File: config.mk
export PLATFORM = sky130hd
export DESIGN_NAME = cfg_load_port
export DESIGN_NICKNAME = d
export VERILOG_FILES = /design/src/rtl/cfg_load_pkg.sv /design/src/rtl/cfg_mode_latch.sv /design/src/rtl/cfg_front.sv /design/src/rtl/cfg_shift_store.sv /design/src/rtl/cfg_chain_out.sv /design/src/rtl/cfg_load_port.sv
export SDC_FILE = /design/constraint.sdc
export NUM_CORES = 1
export LEC_CHECK = 0
export BUFFER_PORTS_ARGS = -buffer_cell sky130_fd_sc_hd__buf_2
export CORE_ASPECT_RATIO = 2
export CORE_MARGIN = 3
export CORE_UTILIZATION = 57
export DETAILED_ROUTE_END_ITERATION = 10
export PLACE_DENSITY = 0.9
export SLEW_MARGIN = 20
export SYNTH_ARGS = -nofsm -noshare
export SYNTH_HDL_FRONTEND = slang
export SYNTH_SLANG_ARGS = --single-unit
File: constraint.sdc
create_clock -name clk -period 4.2 [get_ports clk]
set_input_delay 0.42 -clock clk [delete_from_list [all_inputs] [get_ports clk]]
set_output_delay 0.42 -clock clk [all_outputs]
set_load 0.01 [all_outputs]
File: src/rtl/cfg_load_pkg.sv
// Package: shared types and helpers for the configuration load port.
// Assumes a byte width of eight bits on the parallel data bus.
package cfg_load_pkg;

    localparam int BYTE_W = 8;

    typedef enum logic {
        MODE_SER = 1'b0,
        MODE_PAR = 1'b1
    } load_mode_e;

    // Mirror the bit order of one byte.
    function automatic logic [BYTE_W-1:0] mirror_byte(input logic [BYTE_W-1:0] b);
        logic [BYTE_W-1:0] r;
        for (int i = 0; i < BYTE_W; i++) begin
            r[i] = b[BYTE_W-1-i];
        end
        return r;
    endfunction

endpackage

File: src/rtl/cfg_mode_latch.sv
// Module: captures the load mode and the byte swap option while reset is low.
// Assumes: the host holds mode and swap steady for at least one edge of reset.
// Both values stay fixed from reset release until the next reset.
module cfg_mode_latch
    import cfg_load_pkg::*;
(
    input  logic       clk,
    input  logic       rst_n,
    input  logic       mode_par_i,
    input  logic       swap_i,
    output load_mode_e mode_o,
    output logic       swap_o
);

    // Capture the controls during reset; hold them otherwise.
    always_ff @(posedge clk) begin
        if (!rst_n) begin
            mode_o <= mode_par_i ? MODE_PAR : MODE_SER;
            swap_o <= swap_i;
        end
    end

    // the captured controls do not move while out of reset
    a_r9_mode_held: assert property (@(posedge clk) disable iff (!rst_n)
        $past(rst_n) |-> ($stable(mode_o) && $stable(swap_o)));

endmodule

File: src/rtl/cfg_front.sv
// Module: input qualification for the configuration port.
// In serial mode every edge carries one bit. In byte mode an edge carries
// a byte only when all three selects agree. Nothing is accepted after done.
// Assumes: the select inputs meet setup and hold to the rising edge.
module cfg_front
    import cfg_load_pkg::*;
(
    input  load_mode_e        mode_i,
    input  logic              swap_i,
    input  logic              done_i,
    input  logic              ser_din_i,
    input  logic [BYTE_W-1:0] par_din_i,
    input  logic              wr_n_i,
    input  logic              cs0_n_i,
    input  logic              cs1_i,
    output logic              accept_o,
    output logic [BYTE_W-1:0] word_o
);

    logic sel_ok;

    // Decide whether this edge carries a unit of configuration data.
    always_comb begin
        sel_ok   = !wr_n_i && !cs0_n_i && cs1_i;
        accept_o = !done_i && ((mode_i == MODE_SER) || sel_ok);
    end

    // Form the data word: a lone bit in serial mode, an optionally mirrored byte otherwise.
    always_comb begin
        if (mode_i == MODE_PAR) begin
            word_o = swap_i ? mirror_byte(par_din_i) : par_din_i;
        end else begin
            word_o = {{(BYTE_W-1){1'b0}}, ser_din_i};
        end
    end

endmodule

File: src/rtl/cfg_shift_store.sv
// Module: configuration store with its bit count and done flag.
// Each accepted unit shifts in at the low end: one bit in serial mode,
// one byte in byte mode. Done rises on the edge that fills the store.
// Assumes: CFG_BITS is a multiple of eight and at least sixteen.
module cfg_shift_store
    import cfg_load_pkg::*;
#(
    parameter int CFG_BITS = 64
) (
    input  logic                clk,
    input  logic                rst_n,
    input  load_mode_e          mode_i,
    input  logic                accept_i,
    input  logic [BYTE_W-1:0]   word_i,
    output logic [CFG_BITS-1:0] store_o,
    output logic                done_o
);

    localparam int CW = $clog2(CFG_BITS + 1);

    logic [CW-1:0] cnt_q;
    logic [CW-1:0] cnt_next;

    // Next bit count for an accepted unit.
    always_comb begin
        cnt_next = cnt_q + ((mode_i == MODE_PAR) ? CW'(BYTE_W) : CW'(1));
    end

    // Shift accepted data in and track completion.
    always_ff @(posedge clk) begin
        if (!rst_n) begin
            cnt_q   <= '0;
            done_o  <= 1'b0;
            store_o <= '0;
        end else if (accept_i) begin
            cnt_q <= cnt_next;
            if (mode_i == MODE_PAR) begin
                store_o <= {store_o[CFG_BITS-BYTE_W-1:0], word_i};
            end else begin
                store_o <= {store_o[CFG_BITS-2:0], word_i[0]};
            end
            if (cnt_next == CW'(CFG_BITS)) begin
                done_o <= 1'b1;
            end
        end
    end

    // done, once set, stays set until reset
    a_r5_done_sticky: assert property (@(posedge clk) disable iff (!rst_n)
        done_o |=> done_o);

    // the count never passes the store length
    a_r5_count_bound: assert property (@(posedge clk) disable iff (!rst_n)
        cnt_q <= CW'(CFG_BITS));

    // the store is frozen once loading is done
    a_r6_store_frozen: assert property (@(posedge clk) disable iff (!rst_n)
        done_o |=> $stable(store_o));

    // with no accepted unit, the store and count stay put
    a_r3_idle_holds: assert property (@(posedge clk) disable iff (!rst_n)
        !accept_i |=> ($stable(store_o) && $stable(cnt_q)));

    // reset clears the count, done flag and store
    a_r10_reset_clears: assert property (@(posedge clk)
        !rst_n |=> (cnt_q == '0 && !done_o && store_o == '0));

endmodule

File: src/rtl/cfg_chain_out.sv
// Module: daisy-chain output register.
// In serial mode, after done, each input bit is repeated one clock later.
// Before done, and always in byte mode, the output is held low.
// Assumes: done comes from the same clock domain.
module cfg_chain_out
    import cfg_load_pkg::*;
(
    input  logic       clk,
    input  logic       rst_n,
    input  load_mode_e mode_i,
    input  logic       done_i,
    input  logic       ser_din_i,
    output logic       chain_o
);

    // Register the passthrough bit, or zero when not passing through.
    always_ff @(posedge clk) begin
        if (!rst_n) begin
            chain_o <= 1'b0;
        end else begin
            chain_o <= (mode_i == MODE_SER && done_i) ? ser_din_i : 1'b0;
        end
    end

    // no passthrough before the port is configured
    a_r7_quiet_before_done: assert property (@(posedge clk) disable iff (!rst_n)
        !done_i |=> !chain_o);

    // byte mode never drives the chain
    a_r8_par_chain_low: assert property (@(posedge clk) disable iff (!rst_n)
        (mode_i == MODE_PAR) |-> !chain_o);

    // reset clears the chain output
    a_r10_chain_reset: assert property (@(posedge clk)
        !rst_n |=> !chain_o);

endmodule

File: src/rtl/cfg_load_port.sv
// Module: top of the slave configuration load port.
// Ties the mode capture, input qualification, configuration store and
// chain output together.
// Assumes: all inputs are synchronous to clk; CFG_BITS is a multiple of 8.
module cfg_load_port
    import cfg_load_pkg::*;
#(
    parameter int CFG_BITS = 64
) (
    input  logic                clk,
    input  logic                rst_n,
    input  logic                mode_par_i,
    input  logic                swap_i,
    input  logic                ser_din_i,
    input  logic [7:0]          par_din_i,
    input  logic                wr_n_i,
    input  logic                cs0_n_i,
    input  logic                cs1_i,
    output logic                chain_o,
    output logic                done_o,
    output logic [CFG_BITS-1:0] cfg_data_o
);

    load_mode_e        mode_q;
    logic              swap_q;
    logic              accept;
    logic [BYTE_W-1:0] word;

    cfg_mode_latch u_mode (
        .clk        (clk),
        .rst_n      (rst_n),
        .mode_par_i (mode_par_i),
        .swap_i     (swap_i),
        .mode_o     (mode_q),
        .swap_o     (swap_q)
    );

    cfg_front u_front (
        .mode_i    (mode_q),
        .swap_i    (swap_q),
        .done_i    (done_o),
        .ser_din_i (ser_din_i),
        .par_din_i (par_din_i),
        .wr_n_i    (wr_n_i),
        .cs0_n_i   (cs0_n_i),
        .cs1_i     (cs1_i),
        .accept_o  (accept),
        .word_o    (word)
    );

    cfg_shift_store #(.CFG_BITS(CFG_BITS)) u_store (
        .clk      (clk),
        .rst_n    (rst_n),
        .mode_i   (mode_q),
        .accept_i (accept),
        .word_i   (word),
        .store_o  (cfg_data_o),
        .done_o   (done_o)
    );

    cfg_chain_out u_chain (
        .clk       (clk),
        .rst_n     (rst_n),
        .mode_i    (mode_q),
        .done_i    (done_o),
        .ser_din_i (ser_din_i),
        .chain_o   (chain_o)
    );

    // an unqualified byte-mode edge leaves the store unchanged
    a_r3_unselected_ignored: assert property (@(posedge clk) disable iff (!rst_n)
        (mode_q == MODE_PAR && (wr_n_i || cs0_n_i || !cs1_i)) |=> $stable(cfg_data_o));

endmodule

==> impl_metrics.toml <==
[route]
viasPerCell = 6.01
vias = 2967
wl_per_cell_microns = 16.2
firstDrtPassIters = 4
wl_microns = 8010
ant_nets = 0
drc = 0
drtIter0Drc = 122

[clock_network]
clock_sinks = 75
post-cts-setup-buffer-count = 0
cts_hold_buf = 0
numCtsBuffers = 9
clk_latency_ps = 340
clk_pin_slew_worst_paths_ps = 50
htree_num_levels = 3
cts_resized = 0
cts_tree = "built"
clockBufferDepth = 2
cts-root-buf = "clkbuf_16"

[logic_synthesis]
yosys-top-cells-area = "dfxtp_1, mux2i_1, a211oi_1"
synth_fp_nets = 383
synth_ff_type = "dfxtp_1"
synth_area_leader_cell = "dfxtp_1"
synth_area_sq_um = 3410
synth-async-reset-ratio_pct = 0
synth-seq-area-share_pct = 44.6
yosys_register_bits = 75
synth_warnings = 0
synth_cells = 364
netlist-cell-type-count = 33
syn-mean-instance-area_sq_um = 9.37
synth-edff-count = 2
synth_top_area_share_pct = 42.9

[grt]
grt_overflow = 0
grt_max_degree = 125
grt_first_pass_wirelength_microns = 13000
grt_usage_pct = 24.6
antenna_found_initial = 0
grt_pass1_vias = 2756

[floorplan]
io_pins = 82
die-area_sq_um = 7000
start_util_pct = 59.2
floorplan.rows = 39
die_w_microns = 60.7
dieHeight_microns = 115
core_sq_um = 5760

[sta]
slew_headroom_pct = 29.9
drv_slew = 0
rsz0062_at_grt = "no"
fin_worst_skew_ps = 4.31
timing.fmax_mhz = 468
period_minus_slack_ps = 2140
setup_viol = 0
hold_viol_final = 0
setup_tns_ps = 0
worst_slew_pin_slew_ps = 1050
fin_crit_sh_pct = 50.8

[job]
maxCapViolations = 0

[cells_and_area]
fill_cells = 431
area.growth.synth_to_final_pct = 18.8
nets = 447
n_antenna_cell = 0
drive_gt1_share_pct = 22.9
stdcell_count = 494

[min_path]
hold_path.class = "in2reg"
hp-start = "mode_par_i"

[placement]
dpl.hpwl_microns = 5350
io_buffers = 81
placed_cells = 478
globalplace.congestion = 0.838

[critical_path]
worstSetupPathType = "reg2reg"
worstSetupEndpointType = "register"
crit_fanout = 6
rr_startpoint = "u_mode.mode_o$_DFFE_PN_"
worstPathArrival_ps = 2370
cp.required_ps = 4430
cp-startpoint = "u_mode.mode_o$_DFFE_PN_"
cp-start-kind = "register"

[power]
ir_drop_v = 0.000353
p_leak_nw = 1.85
power.density_nw_per_um2 = 460

[run_status]
status = "completed"
## cells in the mapped netlist, types with 2 or more instances
cell,number
dfxtp_1,73
mux2i_1,64
nor2_1,58
a211oi_1,57
nand2_1,23
clkbuf_1,17
a21oi_1,15
buf_2,13
o211ai_1,8
ha_1,3
o21ai_0,3
or3_1,3
edfxtp_1,2
inv_1,2
nand2b_1,2
nand4_1,2
o41ai_1,2
xnor2_1,2
## per-stage QoR
step | utilization [%] | setup slack [ps] | hold slack [ps] | power (mW) | area (sq um)
6_report | 70.3 | 2060 | 267 | 1.86 | 4050
5_1_grt | 70.3 | 1910 | 256 | 1.95 | 4050
4_1_cts | 70.3 | 2050 | 255 | 1.88 | 4050
3_3_place_gp | 65.7 | 1850 | 446 | 1.18 | 3780
2_1_floorplan | - | 2030 | 440 | 1.08 | 3410
3_5_place_dp | 65.7 | 1750 | 458 | 1.19 | 3780
## worst paths after layout
kind                                         to  slack, ps  cells past startpoint
setup / recovery    u_store.done_o$_SDFFE_PN0P_       2060                      7
hold / removal          u_mode.mode_o$_DFFE_PN_        270                      1
setup reg to reg    u_store.done_o$_SDFFE_PN0P_       2060                      7
hold reg to reg   u_store.cnt_q[0]$_SDFFE_PN0P_        470                      2
## metal layers
metal | track usage (%) | vias to the layer above | routed length, microns
li1 | - | 1462 | -
met4 | 14.3 | 0 | 270
met2 | 38.7 | 86 | 4220
met5 | 0 | - | 0
met3 | 6.07 | 22 | 402
met1 | 29.5 | 1397 | 3120
## report_power, final
group	total (mW)	internal, mW	leakage [nW]	switching, mW
clock network	0.687	0.413	0.133	0.274
registers	0.855	0.781	0.621	0.0740
logic	0.323	0.141	1.10	0.182
## layout by cell type (no fill, tap or decap), drive strengths merged
master and instances:
buf 84, dfxtp 73, mux2i 64, nor2 58, a211oi 57, nand2 23, a21oi 16, clkbuf 13
o211ai 8, o21ai 3, or3 3, ha 3, clkinv 3, inv 3, nand4 2, nand2b 2
o41ai 2, xnor2 2, edfxtp 2, or3b 1, a21o 1, a41o 1, a31oi 1, nand3 1
xor2 1, nor3b 1, o31ai 1, or4 1, nor4 1, nand4b 1, nor3 1
## cell type report
type / count / area, sq um / area share (%)
sequential: 75 / 1520 / 37.6
multi-input combinational: 255 / 1740 / 43.1
clock buffer: 13 / 250 / 6.18
clock inverter: 3 / 15.0 / 0.371
tap: 61 / 76.3 / 1.88
inverter: 3 / 11.3 / 0.278
timing repair buffer: 84 / 432 / 10.7
## state kept, by name (all words and copies together), names as in the netlist
register / cells
u_mode.swap_o: 1
u_store.store_o: 64
u_mode.mode_o: 1
u_store.cnt_q: 7
u_store.done_o: 1
u_chain.chain_o: 1
## worst max-delay path, cell delays in order, from the launching register on
cell      delay (ps)
edfxtp_1         530
inv_1            110
ha_1             220
ha_1             260
inv_1             90
o41ai_1          380
nor3_1           110
o41ai_1          330
## logic make-up (layout without fill, tap and decap cells)
logic type	Yosys count	after routing	synth area share, %
AND/OR/NAND/NOR	95	95	11.6
AO/OA/AOI/OAI	90	90	18.6
flip-flops	75	75	44.6
multiplexers	64	64	18.8
buffers and inverters	34	103	4.44
adder cells (fa/ha/maj)	3	3	1.10
XOR/XNOR	3	3	0.771
Power figures use the tool's default switching activity.
